## config.mk

```make
export PLATFORM = sky130hd
export DESIGN_NAME = raster_timing_gen
export DESIGN_NICKNAME = d
export VERILOG_FILES = /design/src/rtl/raster_pkg.sv /design/src/rtl/raster_axis_counter.sv /design/src/rtl/raster_band_table.sv /design/src/rtl/raster_line_seq.sv /design/src/rtl/raster_timing_gen.sv
export SDC_FILE = /design/constraint.sdc
export NUM_CORES = 1
export LEC_CHECK = 0
export BUFFER_PORTS_ARGS = -buffer_cell sky130_fd_sc_hd__buf_4
export CORE_MARGIN = 2
export CORE_UTILIZATION = 30
export CTS_BUF_LIST = sky130_fd_sc_hd__clkbuf_4
export CTS_CLUSTER_DIAMETER = 30
export DETAILED_ROUTE_END_ITERATION = 8
export GPL_TIMING_DRIVEN = 1
export PLACE_DENSITY = 0.43
export SYNTH_ARGS = -nofsm -noshare
export SYNTH_HDL_FRONTEND = slang
export SYNTH_SLANG_ARGS = --single-unit
```

## constraint.sdc

```tcl
create_clock -name clk -period 39.5 [get_ports clk]
set_input_delay 5.925 -clock clk [delete_from_list [all_inputs] [get_ports clk]]
set_output_delay 5.925 -clock clk [all_outputs]
set_load 0.005 [all_outputs]
```

## src/rtl/raster_pkg.sv

```systemverilog
package raster_pkg;
    // One set of timing flags for a single pixel period.
    typedef struct packed {
        logic hsync;
        logic vsync;
        logic blank;
        logic fstart;
    } tim_t;
endpackage

```

## src/rtl/raster_axis_counter.sv

```systemverilog
module raster_axis_counter #(
    parameter int TOTAL = 528,
    parameter int W     = $clog2(TOTAL)
) (
    input  logic         clk,
    input  logic         rst,
    input  logic         en,
    output logic [W-1:0] cnt_o,
    output logic         wrap_o
);
    localparam logic [W-1:0] LAST = W'(TOTAL - 1);

    logic [W-1:0] cnt_d, cnt_q;

    always_comb begin
        wrap_o = en && (cnt_q == LAST);
        cnt_d  = cnt_q;
        if (en) cnt_d = (cnt_q == LAST) ? '0 : cnt_q + W'(1);
    end

    always_ff @(posedge clk) begin
        if (rst) cnt_q <= '0;
        else     cnt_q <= cnt_d;
    end

    assign cnt_o = cnt_q;


    wrap_to_zero_chk: assert property (@(posedge clk) disable iff (rst)
        wrap_o |=> cnt_q == '0);


    hold_when_idle_chk: assert property (@(posedge clk) disable iff (rst)
        !en |=> $stable(cnt_q));
endmodule

```

## src/rtl/raster_band_table.sv

```systemverilog
module raster_band_table #(
    parameter int NUM = 8,
    parameter int LW  = 10,
    parameter int RW  = 4,
    parameter int IW  = (NUM > 1) ? $clog2(NUM) : 1
) (
    input  logic          clk,
    input  logic          rst,
    input  logic          wr_en,
    input  logic [IW-1:0] wr_idx,
    input  logic [LW-1:0] wr_start,
    input  logic [RW-1:0] wr_rpt,
    input  logic          commit,
    input  logic [LW-1:0] line_i,
    output logic [RW-1:0] rpt_o
);
    typedef struct packed {
        logic [NUM-1:0][LW-1:0] p_st;
        logic [NUM-1:0][RW-1:0] p_rp;
        logic [NUM-1:0][LW-1:0] a_st;
        logic [NUM-1:0][RW-1:0] a_rp;
    } tbl_t;

    tbl_t tbl_d, tbl_q;
    logic          found;
    logic [LW-1:0] best_st;

    // Next state: staged copy takes writes, live copy loads at frame end.
    always_comb begin
        tbl_d = tbl_q;
        if (commit) begin
            tbl_d.a_st = tbl_q.p_st;
            tbl_d.a_rp = tbl_q.p_rp;
        end
        for (int i = 0; i < NUM; i++) begin
            if (wr_en && (wr_idx == IW'(i))) begin
                tbl_d.p_st[i] = wr_start;
                tbl_d.p_rp[i] = wr_rpt;
            end
        end
    end

    // Lookup: greatest enabled start at or below the line, later index on ties.
    always_comb begin
        found   = 1'b0;
        best_st = '0;
        rpt_o   = RW'(1);
        for (int i = 0; i < NUM; i++) begin
            if ((tbl_q.a_rp[i] != '0) && (tbl_q.a_st[i] <= line_i) &&
                (!found || (tbl_q.a_st[i] >= best_st))) begin
                found   = 1'b1;
                best_st = tbl_q.a_st[i];
                rpt_o   = tbl_q.a_rp[i];
            end
        end
    end

    always_ff @(posedge clk) begin
        if (rst) begin
            tbl_q         <= '0;
            tbl_q.p_rp[0] <= RW'(1);
            tbl_q.a_rp[0] <= RW'(1);
        end else begin
            tbl_q <= tbl_d;
        end
    end


    live_table_frozen_chk: assert property (@(posedge clk) disable iff (rst)
        !commit |=> ($stable(tbl_q.a_st) && $stable(tbl_q.a_rp)));
endmodule

```

## src/rtl/raster_line_seq.sv

```systemverilog
module raster_line_seq #(
    parameter int LW    = 10,
    parameter int RW    = 4,
    parameter int V_VIS = 600
) (
    input  logic          clk,
    input  logic          rst,
    input  logic          line_end,
    input  logic          frame_end,
    input  logic [LW-1:0] vc_i,
    input  logic [RW-1:0] rpt_i,
    output logic [LW-1:0] src_o
);
    localparam logic [LW-1:0] VIS_LINES = LW'(V_VIS);

    typedef struct packed {
        logic [LW-1:0] src;
        logic [RW-1:0] rep;
    } seq_t;

    seq_t seq_d, seq_q;

    always_comb begin
        seq_d = seq_q;
        if (frame_end) begin
            seq_d = '0;
        end else if (line_end && (vc_i < VIS_LINES)) begin
            if (({1'b0, seq_q.rep} + (RW+1)'(1)) >= {1'b0, rpt_i}) begin
                seq_d.src = seq_q.src + LW'(1);
                seq_d.rep = '0;
            end else begin
                seq_d.rep = seq_q.rep + RW'(1);
            end
        end
    end

    always_ff @(posedge clk) begin
        if (rst) seq_q <= '0;
        else     seq_q <= seq_d;
    end

    assign src_o = seq_q.src;


    src_step_chk: assert property (@(posedge clk) disable iff (rst)
        (seq_q.src != $past(seq_q.src)) |->
            ((seq_q.src == $past(seq_q.src) + LW'(1)) || (seq_q.src == '0)));


    src_hold_midline_chk: assert property (@(posedge clk) disable iff (rst)
        !line_end |=> $stable(seq_q.src));
endmodule

```

## src/rtl/raster_timing_gen.sv

```systemverilog
module raster_timing_gen #(
    parameter int H_VIS  = 400,
    parameter int H_FP   = 20,
    parameter int H_SYNC = 64,
    parameter int H_BP   = 44,
    parameter int V_VIS  = 600,
    parameter int V_FP   = 1,
    parameter int V_SYNC = 4,
    parameter int V_BP   = 23,
    parameter int BANDS  = 8,
    parameter int RPT_W  = 4,
    parameter int RGB_W  = 12,
    localparam int HT    = H_VIS + H_FP + H_SYNC + H_BP,
    localparam int VT    = V_VIS + V_FP + V_SYNC + V_BP,
    localparam int HW    = $clog2(HT),
    localparam int VW    = $clog2(VT),
    localparam int BIW   = (BANDS > 1) ? $clog2(BANDS) : 1
) (
    input  logic             clk,
    input  logic             rst,
    input  logic             tbl_wr_i,
    input  logic [BIW-1:0]   tbl_idx_i,
    input  logic [VW-1:0]    tbl_start_i,
    input  logic [RPT_W-1:0] tbl_rpt_i,
    input  logic [RGB_W-1:0] rgb_i,
    output logic [HW-1:0]    pix_col_o,
    output logic [VW-1:0]    src_line_o,
    output logic             hsync_o,
    output logic             vsync_o,
    output logic             blank_o,
    output logic             frame_start_o,
    output logic [RGB_W-1:0] rgb_o
);
    import raster_pkg::*;

    localparam logic [HW-1:0] H_VIS_L = HW'(H_VIS);
    localparam logic [HW-1:0] HS_BEG  = HW'(H_VIS + H_FP);
    localparam logic [HW-1:0] HS_END  = HW'(H_VIS + H_FP + H_SYNC);
    localparam logic [VW-1:0] V_VIS_L = VW'(V_VIS);
    localparam logic [VW-1:0] VS_BEG  = VW'(V_VIS + V_FP);
    localparam logic [VW-1:0] VS_END  = VW'(V_VIS + V_FP + V_SYNC);

    logic [HW-1:0]    hc;
    logic [VW-1:0]    vc;
    logic             h_wrap, v_wrap;
    logic [RPT_W-1:0] line_rpt;

    raster_axis_counter #(.TOTAL(HT), .W(HW)) u_hcnt (
        .clk(clk), .rst(rst), .en(1'b1), .cnt_o(hc), .wrap_o(h_wrap));

    raster_axis_counter #(.TOTAL(VT), .W(VW)) u_vcnt (
        .clk(clk), .rst(rst), .en(h_wrap), .cnt_o(vc), .wrap_o(v_wrap));

    raster_band_table #(.NUM(BANDS), .LW(VW), .RW(RPT_W), .IW(BIW)) u_bands (
        .clk(clk), .rst(rst), .wr_en(tbl_wr_i), .wr_idx(tbl_idx_i),
        .wr_start(tbl_start_i), .wr_rpt(tbl_rpt_i), .commit(v_wrap),
        .line_i(vc), .rpt_o(line_rpt));

    raster_line_seq #(.LW(VW), .RW(RPT_W), .V_VIS(V_VIS)) u_seq (
        .clk(clk), .rst(rst), .line_end(h_wrap), .frame_end(v_wrap),
        .vc_i(vc), .rpt_i(line_rpt), .src_o(src_line_o));

    assign pix_col_o = hc;

    // Output alignment: stage 1 waits for the memory read, stage 2 gates colour.
    typedef struct packed {
        tim_t             t1;
        tim_t             t2;
        logic [RGB_W-1:0] rgb;
    } out_t;

    out_t out_d, out_q;
    tim_t now;

    always_comb begin
        now.hsync  = (hc >= HS_BEG) && (hc < HS_END);
        now.vsync  = (vc >= VS_BEG) && (vc < VS_END);
        now.blank  = (hc >= H_VIS_L) || (vc >= V_VIS_L);
        now.fstart = (hc == '0) && (vc == '0);
        out_d.t1   = now;
        out_d.t2   = out_q.t1;
        out_d.rgb  = rgb_i & ~{RGB_W{out_q.t1.blank}};
    end

    always_ff @(posedge clk) begin
        if (rst) out_q <= '0;
        else     out_q <= out_d;
    end

    assign hsync_o       = out_q.t2.hsync;
    assign vsync_o       = out_q.t2.vsync;
    assign blank_o       = out_q.t2.blank;
    assign frame_start_o = out_q.t2.fstart;
    assign rgb_o         = out_q.rgb;


    black_in_blank_chk: assert property (@(posedge clk) disable iff (rst)
        blank_o |-> rgb_o == '0);


    single_frame_pulse_chk: assert property (@(posedge clk) disable iff (rst)
        frame_start_o |=> !frame_start_o);


    hsync_in_blank_chk: assert property (@(posedge clk) disable iff (rst)
        hsync_o |-> blank_o);


    vsync_in_blank_chk: assert property (@(posedge clk) disable iff (rst)
        vsync_o |-> blank_o);
endmodule

```

==> impl_metrics.ini, run 1 <==
[routing]
wl_um = 51540
drt_iter0_drc = 1183
viasPerCell = 5.056
drt_pass1_iterations = 5
wire_per_inst_um = 19.48
route.detailed.drc = 0
ant_nets = 0
vias = 13380

[global_route]
grt_pass1_wl_um = 78540
top_usage_layer = met2
grt_max_degree = 97
antenna_found_initial = 1
grtUsageMet1_pct = 28.78
grt_pass1_vias = 12930
grt_util_all_layers_pct = 20.54
grt_use_met2_pct = 31.35
grt_remaining_overflow = 0
grt.met3_usage_pct = 3.253

[clock_network]
cts_hold_buf = 0
cts_num_sinks = 278
cts_buffers = 86
cts_tree = done
clkSlewWorstSetupHoldPaths_ps = 60
clockRootBuffer = clkbuf_4
clk_latency_ps = 810
cts.repair.resized = 0
ctsLongestPathBuffers = 3
cts_setup_buffers = 0
h-tree-depth = 3

[pwr]
leakagePower_nw = 6.313
switchingPower_w = 0.0001450
intPower_w = 0.0004360
comb_power_share_pct = 3.6
swShare_pct = 24.96
power_frac_clock_pct = 47.2
powerDensity_nw_per_um2 = 34.72
vdd_drop_max_v = 0.00001563
seqPwrFrac_pct = 49.2
p_total_w = 0.0005810

[cells_and_area]
drive_gt1_share_pct = 11.66
area_growth_pct = 13.30
final_nets = 2115
instances_no_fill = 2646

[die]
start_util_pct = 30.30
die_h_um = 225.9
die_area_um2 = 51020
design.core.area_um2 = 48750
die_w_um = 225.9
pin_count = 68
num_rows = 81

[worst_setup_path]
worst_ep_arrival_time_ps = 19900
worst-path-max-fanout = 24
crit_type = reg2reg
slowest_stage = a21oi_1
crit_path_end_kind = register
cpMostUsedCell = a21oi_1
cp.buffers_inverters = 1
reg2reg_slack_ps = 20220
worstPathRequired_ps = 40130
start_kind = register
critPathMaxStageDelay_ps = 810
cpLargestDelayFamily = compound AO/OA/AOI/OAI gates

[run_status]
status = finished clean

[yosys]
ys_ff_latch = 278
synthFlopType = dfxtp_1
synthCells = 1869
synth_top_cell_by_area = dfxtp_1
syn_nets = 2063
synthDistinctLibCells = 67
synthArstFlopShare_pct = 0
yosysSeqAreaShare_pct = 37.68
synth_area_per_cell_um2 = 7.902
synth_top_area_share_pct = 37.68
synth_edf_count = 0
syn_area_um2 = 14770
yosys_warnings = 0
synth_top_cells_by_area = dfxtp_1 38%, ha_1 14%, nand2_1 13%

[placement]
place_inst = 2497
port-buffer-count = 67
hpwl_um = 36920
gp_routability_congestion = 0.9133

[sta]
rsz0062_at_grt = false
slew_headroom_pct = 23.79
hold_viol_final = 0
worst_slew_pin_slew_ps = 1139
finalSetupViolCount = 0
period_share_pct = 48.81
min_period_ps = 19280
max_freq_ghz = 0.05187
maxSlewViolCount = 0
skew_ps = 45.45
finalSetupTns_ps = 0

[worst_hold_path]
hp-class = reg2reg

[flow_run]
drv_cap = 0
## flip-flops by register name, indices dropped and copies added (netlist names)
name and count:
u_vcnt.cnt_o 10, u_seq.src_o 10, u_hcnt.cnt_o 10, frame_start_o 1, hsync_o 1, out_d 4, blank_o 1, u_bands.tbl_q 224
u_seq.seq_q 4, vsync_o 1, rgb_o 12
## placed cells by master (no fill, tap or decap), types with 13 or more instances in the layout
master / count
a21oi_1: 282
nand2_1: 507
inv_1: 32
clkbuf_4: 119
a31oi_1: 22
and2_1: 26
nor2_1: 72
o21a_1: 14
buf_4: 81
dfxtp_1: 278
xor2_1: 13
nand3_1: 24
nand4_1: 22
nor3_1: 31
xnor2_1: 16
o21ai_0: 29
clkinv_1: 17
nand2b_1: 29
nor2b_1: 13
a21o_1: 23
ha_1: 162
## power by group through the flow
stage / Sequential (W) / Combinational [W] / Clock [W]
global route: 0.000286 / 0.0000231 / 0.000303
CTS: 0.000286 / 0.0000214 / 0.000288
finish: 0.000286 / 0.0000209 / 0.000275
floorplan: 0.000292 / 0.0000114 / 0
detailed placement: 0.000292 / 0.0000213 / 0
global placement: 0.000292 / 0.0000213 / 0
## path summary, 6_finish.rpt
| kind | start | to | cells past startpoint |
|---|---|---|---|
| max | u_vcnt.cnt_o[3]$_SDFFE_PP0N_ | u_seq.src_o[9]$_SDFFE_PP0P_ | 76 |
| min | out_d[15]$_SDFF_PP0_ | hsync_o$_SDFF_PP0_ | 1 |
| max reg2reg | u_vcnt.cnt_o[3]$_SDFFE_PP0N_ | u_seq.src_o[9]$_SDFFE_PP0P_ | 76 |
| min reg2reg | out_d[15]$_SDFF_PP0_ | hsync_o$_SDFF_PP0_ | 1 |
## area by class of cell
| type | count | area (µm²) |
|---|---|---|
| Inverter | 32 | 120.1 |
| Antenna cell | 1 | 2.502 |
| Multi-Input combinational cell | 1441 | 8543 |
| Clock inverter | 29 | 158.9 |
| Sequential cell | 278 | 5565 |
| Clock buffer | 119 | 893.4 |
| Fill cell | 5291 | 32010 |
| Tap cell | 664 | 830.8 |
| Timing Repair Buffer | 82 | 619.3 |
## layer usage
metal / part of all wire [%] / vias up
li1: - / 6653
met4: 2.6 / 0
met3: 4.7 / 83
met1: 49 / 6295
met5: 0 / -
met2: 44 / 346
## synthesized netlist by cell type (14+ instances only)
cell type  instances
nand3_1           24
nand2_1          507
o21ai_0           29
clkbuf_1          67
xnor2_1           16
dfxtp_1          278
ha_1             162
nand2b_1          30
o21a_1            14
buf_2             17
a31oi_1           22
nor2b_1           14
nor3_1            31
a21o_1            23
inv_1             32
nand4_1           22
nor2_1            72
and2_1            26
a21oi_1          282
## cells by family after synthesis
| group | after synthesis | share of synthesized area (%) |
|---|---|---|
| AOI/OAI and AO/OA | 474 | 19.34 |
| muxes | 3 | 0.2372 |
| and+or+nand+nor | 773 | 22.72 |
| xor gates and xnor gates | 29 | 1.720 |
| adders and majority gates | 162 | 13.72 |
| buffers and inverters | 150 | 4.575 |
| DFF | 278 | 37.68 |
## worst reg2reg max path, delay by kind of cell (launching register included)
kind / cells / cell delay (ps)
XOR/XNOR: 1 / 140
AND/OR/NAND/NOR: 16 / 3100
adder cells (fa/ha/maj): 9 / 2700
flip-flops: 1 / 450
AO/OA/AOI/OAI: 49 / 12460
buffers and inverters: 1 / 270
## per-stage QoR
| step | hold slack, ps | utilization [%] | setup slack [ps] | instance area, µm² |
|---|---|---|---|---|
| 2_1_floorplan | 413.8 | - | 23990 | 14770 |
| 3_3_place_gp | 417.9 | 32.16 | 20870 | 15680 |
| 3_5_place_dp | 424.5 | 32.16 | 20570 | 15680 |
| 4_1_cts | 436.5 | 34.32 | 20460 | 16730 |
| 5_1_grt | 457.2 | 34.33 | 18630 | 16730 |
| 6_report | 439.3 | 34.33 | 20220 | 16730 |
No activity file was read; power rests on OpenSTA's default activity.
==> inputs of run 2 (changes only) <==
PLACE_DENSITY = 0.44   (was 0.43)
clock period = 15.54 ns   (was 39.5 ns; I/O delays follow)
==> impl_metrics.ini, run 2 (synthesis gave the netlist of run 1 again) <==
[cells_and_area]
drive_gt1_share_pct = 19.73
final_util_pct = 36.93
area_growth_pct = 21.88
largest_reg_flops = 224
top_register = u_bands.tbl_q
final_cell_mix = 503 x nand2_1, 273 x a21oi_1, 271 x dfxtp_1, 192 x buf_4, 153 x ha_1
stdcell_area_um2 = 18000
final_common_cell = nand2_1
final_nets = 2230
instances_no_fill = 2765

[placement]
placed_area_um2 = 16460
place_inst = 2601
port-buffer-count = 67
gp_routability_congestion = 0.9164
hpwl_um = 37190

[die]
die_area_um2 = 51020
die_h_um = 225.9
start_util_pct = 30.30
pin_count = 68
die_w_um = 225.9
design.core.area_um2 = 48750
num_rows = 81

[clock_network]
cts_num_sinks = 278
cts_hold_buf = 0
cts_buffers = 83
h-tree-depth = 3
ctsLongestPathBuffers = 3
cts_tree = done
clockRootBuffer = clkbuf_4
clk_latency_ps = 870
clkSlewWorstSetupHoldPaths_ps = 60

[routing]
wire_per_inst_um = 18.86
viasPerCell = 5.009
drt_iter0_drc = 992
met2_length_um = 21910
met3_length_um = 2517
ant_nets = 0
route.detailed.drc = 0
met1_length_um = 26400
drt_pass1_iterations = 5
wl_um = 52160
dr.max_layer_used = met4
vias = 13850

[global_route]
grt_util_all_layers_pct = 20.38
grt_pass1_vias = 13070
grt_pass1_wl_um = 78580
grt_remaining_overflow = 0
grt_max_degree = 89
antenna_found_initial = 2

[pwr]
leakagePower_nw = 6.957
vdd_drop_max_v = 0.00005565
power_frac_clock_pct = 46.9
seqPwrFrac_pct = 49.6
comb_power_share_pct = 3.5
intPower_w = 0.001087
switchingPower_w = 0.0003768
p_total_w = 0.001464
powerDensity_nw_per_um2 = 81.34
swShare_pct = 25.73

[sta]
skew_ps = 89.29
max_freq_ghz = 0.06744
finalSetupViolCount = 0
hold_viol_final = 0
maxSlewViolCount = 0
min_period_ps = 14830
slew_headroom_pct = 19.35
period_share_pct = 95.43
worst_slew_pin_slew_ps = 1205

[worst_setup_path]
rr_worst_depth = 77
worstPathRequired_ps = 16180
worst-path-max-fanout = 6
cpMostUsedCell = ha_1
slowest_stage = a2111o_1
rr_startpoint = u_bands.tbl_q[39]$_SDFFE_PP0P_
start_kind = register
crit_path_end_kind = register
critPathMaxStageDelay_ps = 420
worst_ep_arrival_time_ps = 15460
reg2reg_slack_ps = 710
crit_type = reg2reg
rr_endpoint = u_seq.src_o[9]$_SDFFE_PP0P_

[worst_hold_path]
holdPathEnd = u_bands.tbl_q[63]$_SDFFE_PP0P_
min_path_cells = 2
hp-start = u_bands.tbl_q[175]$_SDFFE_PP0P_
hp-class = reg2reg

[run_status]
status = finished clean

[flow_run]
drv_cap = 0
==> run 2: how the worst max path moves through the flow <==
stage | endpoint | start | slack (ps)
6_report | u_seq.src_o[9]$_SDFFE_PP0P_ | u_bands.tbl_q[39]$_SDFFE_PP0P_ | 710
5_1_grt | u_seq.src_o[7]$_SDFFE_PP0P_ | u_vcnt.cnt_o[5]$_SDFFE_PP0N_ | -40
4_1_cts | u_seq.src_o[7]$_SDFFE_PP0P_ | u_vcnt.cnt_o[3]$_SDFFE_PP0N_ | 50
3_5_place_dp | u_seq.src_o[9]$_SDFFE_PP0P_ | u_vcnt.cnt_o[3]$_SDFFE_PP0N_ | -120
3_3_place_gp | u_seq.src_o[7]$_SDFFE_PP0P_ | u_vcnt.cnt_o[5]$_SDFFE_PP0N_ | 120
2_1_floorplan | u_seq.src_o[9]$_SDFFE_PP0P_ | u_vcnt.cnt_o[3]$_SDFFE_PP0N_ | 30
==> run 2: final cells by class <==
class	instances	area (µm²)
fillers	5202	30750
multi-input cells	1443	8937
flip-flops and latches	278	5574
repair buffers	198	1503
clock buffers	117	878.3
well taps	664	830.8
clock inverters	25	137.6
inverters	32	120.1
diodes	8	20.02
==> run 2: critical path, delay by kind of cell (launching register included) <==
kind	cells	cell delay [ps]
AND/OR/NAND/NOR	19	2130
buffers and inverters	5	710
adder cells (fa/ha/maj)	9	2330
AO/OA/AOI/OAI	42	8630
flip-flops	1	330
XOR/XNOR	1	130
multiplexers	1	330
==> run 2: per-layer routing <==
layer	vias up	track usage, %
li1	6902	-
met1	6511	29.95
met2	334	29.92
met3	104	3.552
met4	0	6.452
met5	-	0
==> run 2: metrics by stage <==
| step | TNS, ps | hold WS, ps | setup slack (ps) |
|---|---|---|---|
| after floorplan | 0 | 413.8 | 30.50 |
| after global placement | 0 | 425.7 | 117.4 |
| after detailed placement | -610.2 | 420.4 | -118.1 |
| after CTS | 0 | 392.0 | 50.51 |
| after global routing | -77.04 | 419.1 | -39.28 |
| final | 0 | 390.1 | 711.0 |
==> run 2: what timing repair did <==
action                     in CTS  in global routing
resized for setup              12                 78
gates cloned                    0                  3
setup endpoints to repair      12                 14
pin swaps                       4                 51
setup buffers                   1                 10
==> run 2: power by group through the flow <==
stage               logic [W]  clock network (W)  registers [W]
global route        0.0000560           0.000751       0.000727
global placement    0.0000515                  0       0.000742
CTS                 0.0000519           0.000719       0.000726
floorplan           0.0000289                  0       0.000741
finish              0.0000507           0.000687       0.000726
detailed placement  0.0000518                  0       0.000742
==> inputs of run 3 (changes only) <==
CELL_PAD_IN_SITES_DETAIL_PLACEMENT = 1   (was unset)
CELL_PAD_IN_SITES_GLOBAL_PLACEMENT = 2   (was unset)
PLACE_DENSITY = 0.67   (was 0.44)
==> impl_metrics.ini, run 3 (synthesis gave the netlist of run 1 again) <==
[run_status]
status = finished clean

[cells_and_area]
largest_reg_flops = 224
final_cell_mix = 504 x nand2_1, 270 x a21oi_1, 269 x dfxtp_1, 225 x buf_4, 150 x ha_1
top_register = u_bands.tbl_q
drive_gt1_share_pct = 22.24
stdcell_area_um2 = 18530
final_nets = 2276
area_growth_pct = 25.43
final_common_cell = nand2_1

[clock_network]
h-tree-depth = 3
cts_tree = done
cts_buffers = 88
clockRootBuffer = clkbuf_4
clkSlewWorstSetupHoldPaths_ps = 60
ctsLongestPathBuffers = 3
cts_num_sinks = 278
clk_latency_ps = 860

[routing]
drt_iter0_drc = 701
wl_um = 57720
drt_pass1_iterations = 5
route.detailed.drc = 0
vias = 14330
viasPerCell = 5.105
ant_nets = 0
wire_per_inst_um = 20.57

[flow_run]
drv_cap = 0

[worst_setup_path]
worst-path-max-fanout = 5
cp.buffers_inverters = 57
crit_cells = 96
start_kind = register
cpMostUsedCell = buf_4
worstPathRequired_ps = 16210
critPathMaxStageDelay_ps = 470
cpLargestDelayFamily = buffers and inverters
rr_startpoint = u_bands.tbl_q[41]$_SDFFE_PP0P_
reg2reg_slack_ps = 270
worstSetupEndpoint = u_seq.src_o[7]$_SDFFE_PP0P_
slowest_stage = a2111o_1
rr_worst_depth = 96
cp-startpoint = u_bands.tbl_q[41]$_SDFFE_PP0P_
rr_endpoint = u_seq.src_o[7]$_SDFFE_PP0P_
worst_ep_arrival_time_ps = 15940
crit_path_end_kind = register
crit_type = reg2reg

[placement]
hpwl_um = 39600
gp_routability_congestion = 0.8961
placed_area_um2 = 16280
port-buffer-count = 67

[global_route]
antenna_found_initial = 2
grt_pass1_vias = 14350
grt_remaining_overflow = 0
grt_util_all_layers_pct = 22.61
grt_pass1_wl_um = 86780
grt_max_degree = 90

[pwr]
leakagePower_nw = 7.177
powerDensity_nw_per_um2 = 79.32
vdd_drop_max_v = 0.00004997

[die]
die_h_um = 225.9
design.core.area_um2 = 48750
num_rows = 81
pin_count = 68
die_area_um2 = 51020
die_w_um = 225.9
start_util_pct = 30.30

[sta]
worst_slew_pin_slew_ps = 1165
whs_ps = 406.8
maxSlewViolCount = 0
finalSetupViolCount = 0
hold_viol_final = 0
max_freq_ghz = 0.06551
slew_headroom_pct = 22.03
period_share_pct = 98.23
skew_ps = 55.78
min_period_ps = 15270

[worst_hold_path]
min_path_cells = 2
hp-class = reg2reg
-- run 3: layout make-up --
| cell class | instances | area (µm²) |
|---|---|---|
| fillers | 5931 | 30220 |
| multi-input cells | 1442 | 9101 |
| flip-flops and latches | 278 | 5577 |
| repair buffers | 240 | 1867 |
| clock buffers | 116 | 870.8 |
| well taps | 664 | 830.8 |
| clock inverters | 28 | 143.9 |
| inverters | 32 | 120.1 |
| diodes | 6 | 15.01 |
-- run 3: power by group --
| group | total (W) | internal [W] | switching [W] |
|---|---|---|---|
| clock | 0.000692 | 0.000347 | 0.000345 |
| sequential | 0.000726 | 0.000722 | 0.00000442 |
| combinational | 0.0000513 | 0.0000161 | 0.0000352 |
-- run 3: worst min path at each step --
| stage | to | from |
|---|---|---|
| 2_1_floorplan | frame_start_o$_SDFF_PP0_ | out_d[12]$_SDFF_PP0_ |
| 3_3_place_gp | frame_start_o$_SDFF_PP0_ | out_d[12]$_SDFF_PP0_ |
| 3_5_place_dp | frame_start_o$_SDFF_PP0_ | out_d[12]$_SDFF_PP0_ |
| 4_1_cts | u_bands.tbl_q[64]$_SDFFE_PP0P_ | u_bands.tbl_q[176]$_SDFFE_PP0P_ |
| 5_1_grt | u_bands.tbl_q[69]$_SDFFE_PP0P_ | u_bands.tbl_q[181]$_SDFFE_PP0P_ |
| 6_report | u_bands.tbl_q[69]$_SDFFE_PP0P_ | u_bands.tbl_q[181]$_SDFFE_PP0P_ |
-- run 3: stage by stage --
step | TNS [ps] | power [W] | cells | util, % | worst slack [ps]
after floorplan | 0 | 0.0007700 | 1869 | - | 30.50
after detailed placement | -4873 | 0.0007947 | 2575 | 33.39 | -492.6
final | 0 | 0.001469 | 2806 | 38.00 | 274.8
after global routing | -1598 | 0.001551 | 2806 | 38.00 | -198.8
after global placement | -192.7 | 0.0007938 | 2575 | 33.39 | -68.27
after CTS | 0 | 0.001503 | 2782 | 36.62 | 13.05
-- run 3: timing repair --
action | in CTS | in global routing
pin swaps | 11 | 73
cloned | 0 | 2
buffers inserted | 63 | 21
setup endpoints to repair | 14 | 14
gates resized for setup | 23 | 105
hold buffers | 0 | 0
-- run 3: worst reg2reg max path, delay by kind of cell, from the launching register on --
| kind | cells | cell delay (ps) |
|---|---|---|
| adder cells (fa/ha/maj) | 5 | 1270 |
| buffers and inverters | 57 | 7420 |
| flip-flops | 1 | 450 |
| AND/OR/NAND/NOR | 12 | 1710 |
| XOR/XNOR | 1 | 150 |
| AO/OA/AOI/OAI | 21 | 4130 |
-- run 3: routing by layer --
| metal | wire (µm) | GRT usage, % | up-vias |
|---|---|---|---|
| met1 | 28240 | 31.43 | 6921 |
| met4 | 1826 | 8.673 | 0 |
| met2 | 25400 | 34.65 | 307 |
| li1 | - | - | 6983 |
| met3 | 2257 | 4.033 | 115 |
| met5 | 0 | 0 | - |
